### src/rtl/pdiv_pkg.sv
package pdiv_pkg;
  // Positions inside the 32-bit register word
  localparam int unsigned FLAG_BIT  = 7;
  localparam int unsigned FORCE_BIT = 8;
  localparam int unsigned STAT_BIT  = 9;

  // Number of high cycles at the start of a period of length n
  function automatic int unsigned high_cycles(input int unsigned n);
    return (n <= 1) ? 1 : n / 2;
  endfunction
endpackage

### src/rtl/pdiv_regs.sv
module pdiv_regs #(
  parameter int unsigned DATA_W  = 32,
  parameter int unsigned DIV_W   = 7,
  parameter int unsigned DIV_MAX = 31
) (
  input  logic              clk,
  input  logic              rst,
  input  logic              wr_en,
  input  logic [DATA_W-1:0] wr_data,
  input  logic              rd_en,
  input  logic              flag_in,
  input  logic              run_in,
  output logic              ld_valid,
  output logic [DIV_W-1:0]  ld_value,
  output logic              force_q,
  output logic [DATA_W-1:0] rd_data
);
  import pdiv_pkg::*;

  logic [DIV_W-1:0]  field_q;
  logic [DATA_W-1:0] rd_q;
  logic [DATA_W-1:0] word;
  logic              legal;

  // Only factors 1..DIV_MAX are accepted
  assign ld_value = wr_data[DIV_W-1:0];
  assign legal    = (ld_value != '0) && (int'(ld_value) <= int'(DIV_MAX));
  assign ld_valid = wr_en && legal;

  always_ff @(posedge clk) begin
    if (rst) begin
      field_q <= DIV_W'(1);
      force_q <= 1'b0;
    end else if (wr_en) begin
      force_q <= wr_data[FORCE_BIT];
      if (legal) field_q <= ld_value;
    end
  end

  always_comb begin
    word                = '0;
    word[DIV_W-1:0]     = field_q;
    word[FLAG_BIT]      = flag_in;
    word[FORCE_BIT]     = force_q;
    word[STAT_BIT]      = run_in;
  end

  always_ff @(posedge clk) begin
    if (rst)        rd_q <= '0;
    else if (rd_en) rd_q <= word;
  end
  assign rd_data = rd_q;

  AST_RSVD_ZERO: assert property (@(posedge clk) disable iff (rst)
    rd_q[DATA_W-1:STAT_BIT+1] == '0);
  AST_FIELD_LEGAL: assert property (@(posedge clk) disable iff (rst)
    (field_q != '0) && (int'(field_q) <= int'(DIV_MAX)));
  AST_BAD_WRITE_KEEPS: assert property (@(posedge clk) disable iff (rst)
    (wr_en && !legal) |=> $stable(field_q));
endmodule

### src/rtl/pdiv_core.sv
module pdiv_core #(
  parameter int unsigned DIV_W   = 7,
  parameter int unsigned DIV_MAX = 31
) (
  input  logic             clk,
  input  logic             rst,
  input  logic             ld_valid,
  input  logic [DIV_W-1:0] ld_value,
  input  logic             force_on,
  input  logic             demand,
  output logic             div_out,
  output logic             flag,
  output logic             running
);
  import pdiv_pkg::*;

  localparam int unsigned CNT_W = (DIV_MAX > 2) ? $clog2(DIV_MAX) : 1;

  logic             run_q, run_d;
  logic             flag_q, flag_d;
  logic             out_q, out_d;
  logic             pend_v_q, pend_v_d;
  logic [DIV_W-1:0] act_q, act_d;
  logic [DIV_W-1:0] pend_q, pend_d;
  logic [CNT_W-1:0] cnt_q, cnt_d;
  logic             boundary;
  logic             want;

  assign want     = force_on || demand;
  assign boundary = !run_q || (int'(cnt_q) == int'(act_q) - 1);

  always_comb begin
    run_d    = run_q;
    cnt_d    = cnt_q + 1'b1;
    act_d    = act_q;
    pend_v_d = pend_v_q;
    pend_d   = pend_q;
    flag_d   = flag_q;
    if (boundary) begin
      run_d = want;
      cnt_d = '0;
      if (pend_v_q) begin
        act_d    = pend_q;
        pend_v_d = 1'b0;
        flag_d   = ~flag_q;
      end
    end
    if (ld_valid) begin
      pend_v_d = 1'b1;
      pend_d   = ld_value;
    end
    out_d = run_d && (int'(cnt_d) < int'(high_cycles(int'(act_d))));
  end

  always_ff @(posedge clk) begin
    if (rst) begin
      run_q    <= 1'b0;
      cnt_q    <= '0;
      act_q    <= DIV_W'(1);
      pend_v_q <= 1'b0;
      pend_q   <= DIV_W'(1);
      flag_q   <= 1'b0;
      out_q    <= 1'b0;
    end else begin
      run_q    <= run_d;
      cnt_q    <= cnt_d;
      act_q    <= act_d;
      pend_v_q <= pend_v_d;
      pend_q   <= pend_d;
      flag_q   <= flag_d;
      out_q    <= out_d;
    end
  end

  assign div_out = out_q;
  assign flag    = flag_q;
  assign running = run_q;

  AST_CNT_IN_PERIOD: assert property (@(posedge clk) disable iff (rst)
    int'(cnt_q) < int'(act_q));
  AST_ACT_LEGAL: assert property (@(posedge clk) disable iff (rst)
    (act_q != '0) && (int'(act_q) <= int'(DIV_MAX)));
  AST_ACT_AT_EDGE: assert property (@(posedge clk) disable iff (rst)
    !$stable(act_q) |-> (cnt_q == '0));
  AST_FLAG_AT_EDGE: assert property (@(posedge clk) disable iff (rst)
    !$stable(flag_q) |-> (cnt_q == '0));
  AST_GATE_AT_EDGE: assert property (@(posedge clk) disable iff (rst)
    !$stable(run_q) |-> (cnt_q == '0));
  AST_NO_TRUNC_HIGH: assert property (@(posedge clk) disable iff (rst)
    $fell(run_q) |-> (!$past(out_q) || ($past(act_q) == DIV_W'(1))));
  AST_GATED_LOW: assert property (@(posedge clk) disable iff (rst)
    !run_q |-> !out_q);
endmodule

### src/rtl/pdiv_top.sv
module pdiv_top #(
  parameter int unsigned DATA_W  = 32,
  parameter int unsigned DIV_W   = 7,
  parameter int unsigned DIV_MAX = 31
) (
  input  logic              clk,
  input  logic              rst,
  input  logic              wr_en,
  input  logic [DATA_W-1:0] wr_data,
  input  logic              rd_en,
  output logic [DATA_W-1:0] rd_data,
  input  logic              demand,
  output logic              div_out
);
  logic             ld_valid;
  logic [DIV_W-1:0] ld_value;
  logic             force_q;
  logic             flag;
  logic             running;

  pdiv_regs #(.DATA_W(DATA_W), .DIV_W(DIV_W), .DIV_MAX(DIV_MAX)) u_regs (
    .clk      (clk),
    .rst      (rst),
    .wr_en    (wr_en),
    .wr_data  (wr_data),
    .rd_en    (rd_en),
    .flag_in  (flag),
    .run_in   (running),
    .ld_valid (ld_valid),
    .ld_value (ld_value),
    .force_q  (force_q),
    .rd_data  (rd_data)
  );

  pdiv_core #(.DIV_W(DIV_W), .DIV_MAX(DIV_MAX)) u_core (
    .clk      (clk),
    .rst      (rst),
    .ld_valid (ld_valid),
    .ld_value (ld_value),
    .force_on (force_q),
    .demand   (demand),
    .div_out  (div_out),
    .flag     (flag),
    .running  (running)
  );

  AST_FORCE_KEEPS_RUN: assert property (@(posedge clk) disable iff (rst)
    (force_q && running) |=> running);
endmodule

### config.mk
export PLATFORM = sky130hd
export DESIGN_NAME = pdiv_top
export DESIGN_NICKNAME = d
export VERILOG_FILES = /design/src/rtl/pdiv_pkg.sv /design/src/rtl/pdiv_regs.sv /design/src/rtl/pdiv_core.sv /design/src/rtl/pdiv_top.sv
export SDC_FILE = /design/constraint.sdc
export NUM_CORES = 1
export LEC_CHECK = 0
export ABC_AREA = 1
export CORE_MARGIN = 5
export CORE_UTILIZATION = 31
export CTS_BUF_LIST = sky130_fd_sc_hd__clkbuf_4
export DETAILED_ROUTE_END_ITERATION = 12
export DONT_BUFFER_PORTS = 1
export SLEW_MARGIN = 20
export SYNTH_ARGS = -nofsm -noshare
export SYNTH_HDL_FRONTEND = slang
export SYNTH_SLANG_ARGS = --single-unit
### constraint.sdc
create_clock -name clk -period 2.1 [get_ports clk]
set_input_delay 0.315 -clock clk [delete_from_list [all_inputs] [get_ports clk]]
set_output_delay 0.315 -clock clk [all_outputs]
set_load 0.03 [all_outputs]
==> impl_metrics.toml <==
[die]
coreArea_mm2 = 0.00561
die_w_um = 86.4
die_h_um = 86.4
start_util = 0.323
ioPinCount = 70
num_rows = 27
dieArea_mm2 = 0.00747

[timing]
worst_pin_slew_ns = 0.524
maxSlewViolCount = 0
period_share = 1.07
worst_slack_ns = -0.138
fmax_ghz = 0.447
period_needed_ns = 2.24
hold_viol_final = 0
skew_ns = 0.0154
finalSetupTns_ns = -0.144
slew_headroom = 0.650
finalSetupViolations = 2
rsz0062_at_grt = "true"

[status]
violations = "setup timing"
status = "finished, violations left"

[setup_path]
cp.arrival_ns = 2.48
worst_r2r_path_depth = 19
slowest_delay_ns = 0.36
timing.rr.end = "u_core.div_out$_SDFF_PP0_"
end_kind = "flop"
setup.worst_path.class = "flop to flop"
required_ns = 2.34
rr_startpoint = "u_core.act_q[0]$_SDFF_PP1_"
regToRegSetupSlack_ns = -0.14
worstPathMaxFanout = 5
crit_buf_inv = 3
path_delay_family = "simple AND/OR/NAND/NOR gates"
path_cells = "inv_2 > ha_4 > nor2_2 > nor2_2 > nand2_1 > nor2_1 > nand2_1 > nor2_2 > nand2_2 > nand2_4 > nand2_2 > nand2_2 > inv_2 > ha_4 > nand2_2 > inv_2 > nand2_1 > nand2_1 > a21oi_2"
startpoint_type = "flop"
cp_slowest_cell = "dfxtp_2"

[yosys]
synth_seq_area_share = 0.376
syn_area_mm2 = 0.00181
yosys_warnings = 0
synth_seq_cells = 34
avgSynthCellArea_um2 = 6.76
synthCells = 268
synth.distinct_cells = 25

[placement]
dp_slack_ns = -0.192
io_buffers = 0
dpl.hpwl_um = 2960
gp_congestion = 0.844

[power_and_ir_drop]
power.density_mw_per_mm2 = 672
power.leakage_nw = 0.983
ir_drop_v = 0.000503

[clock_tree]
cts_tree = "done"
numCtsBuffers = 5
numClockSinks = 34
clkLatencyLatePin_ns = 0.35
cts_root_buffer = "clkbuf_4"
cts.reportedPaths.clkPinSlew_ns = 0.12
cts_buffer_depth = 2
h-tree-depth = 2

[min_path]
min-delay-start = "rst"
hp-class = "input pin to flop"
whs_path_depth = 1
min_to = "u_core.act_q[3]$_SDFF_PP0_"

[global_routing]
grt_max_degree = 21
grt_use_total = 0.118
grt_first_pass_wirelength_um = 7030
antenna_found_initial = 1
gr-total-overflow = 0
grt_pass1_vias = 1563

[drt]
wire_per_inst_um = 11.4
viasPerCell = 4.45
dr.first_iter.drc_count = 52
dr.pass1.iters = 4
num_vias = 1606
drc = 0
final_antenna_net_count = 0
routed_wl_um = 4110

[finish]
final_common_cell = "nand2_1"
final_nets = 330
layout_common_cells = "44 x nand2_1, 41 x nor2_1, 33 x dfxtp_1"
syn2layout_area_growth_pct = 20.6
drive_above_1_share = 0.260

[flow_run]
maxCapViolations = 0
[where the power goes]
group	internal [mW]	switching, mW	leakage [nW]
logic	0.0856	0.162	0.668
registers	0.673	0.0543	0.277
clock network	0.250	0.242	0.0374
[metrics by stage]
step / instance area (µm²) / power [mW] / hold WS [ns] / instances / utilization
3_3_place_gp: 1870 / 0.936 / 0.387 / 344 / 0.333
2_1_floorplan: 1890 / 0.925 / 0.392 / 289 / -
5_1_grt: 2180 / 1.55 / 0.00136 / 361 / 0.389
4_1_cts: 2100 / 1.46 / 0.00595 / 357 / 0.375
3_5_place_dp: 1870 / 0.937 / 0.390 / 344 / 0.333
6_report: 2180 / 1.47 / 0.0281 / 361 / 0.389
[synthesized netlist by cell type (all sizes together)]
| library cell | n | area share |
|---|---|---|
| xnor2 | 1 | 0.0048 |
| nand3 | 11 | 0.030 |
| a21oi | 12 | 0.035 |
| o21ai | 25 | 0.069 |
| clkbuf | 5 | 0.010 |
| nor2 | 49 | 0.10 |
| o211ai | 1 | 0.0041 |
| conb | 1 | 0.0021 |
| dfxtp | 34 | 0.38 |
| xor2 | 1 | 0.0048 |
| clkinv | 1 | 0.0021 |
| inv | 31 | 0.064 |
| nor3 | 7 | 0.019 |
| buf | 23 | 0.097 |
| nand4 | 1 | 0.0035 |
| nand2 | 58 | 0.13 |
| ha | 6 | 0.041 |
| nor4 | 1 | 0.0035 |
[how the worst max path moves through the flow]
stage / start / to / depth (start not counted)
CTS: u_core.act_q[0]$_SDFF_PP1_ / u_core.div_out$_SDFF_PP0_ / 20
detailed placement: u_core.act_q[0]$_SDFF_PP1_ / u_core.div_out$_SDFF_PP0_ / 18
floorplan: u_core.act_q[0]$_SDFF_PP1_ / u_core.div_out$_SDFF_PP0_ / 17
global route: u_core.act_q[0]$_SDFF_PP1_ / u_core.div_out$_SDFF_PP0_ / 19
global placement: u_core.act_q[0]$_SDFF_PP1_ / u_core.div_out$_SDFF_PP0_ / 18
finish: u_core.act_q[0]$_SDFF_PP1_ / u_core.div_out$_SDFF_PP0_ / 19
[kinds of logic after synthesis]
| kind of cell | count (synthesis) | share of synthesized area |
|---|---|---|
| buffers and inverters | 60 | 0.174 |
| adder cells (fa/ha/maj) | 6 | 0.0415 |
| AO/OA/AOI/OAI | 38 | 0.109 |
| flip-flops | 34 | 0.376 |
| other | 1 | 0.00207 |
| XOR/XNOR | 2 | 0.00968 |
| AND/OR/NAND/NOR | 127 | 0.288 |
[per-layer routing]
| layer | vias up | wire length (µm) | track usage |
|---|---|---|---|
| met1 | 722 | 1880 | 0.144 |
| met5 | - | 0 | 0 |
| met2 | 43 | 1900 | 0.193 |
| met3 | 6 | 242 | 0.0276 |
| met4 | 0 | 87 | 0.0609 |
| li1 | 835 | - | - |
[what timing repair did]
action	4_1_cts	5_1_grt
pin swaps	17	16
endpoints found under the hold margin	0	1
gates cloned	1	0
gates resized for setup	29	21
setup buffers	4	2
setup endpoints to repair	1	6
hold buffers	0	1
[sequential cells by signal, indices dropped and copies added (netlist names), 5 cells and up]
signal and flops:
u_regs.field_q 7, u_regs.rd_data 10, u_core.act_q 7, u_core.cnt_q 5
[final cells by class]
type	count	area (µm²)
inverters	32	123
flip-flops and latches	34	682
repair buffers	18	156
diodes	1	2.50
well taps	72	90.1
fillers	599	3420
clock buffers	5	37.5
clock inverters	3	45.0
multi-input cells	196	1050
(Power assumes the default switching activity.)
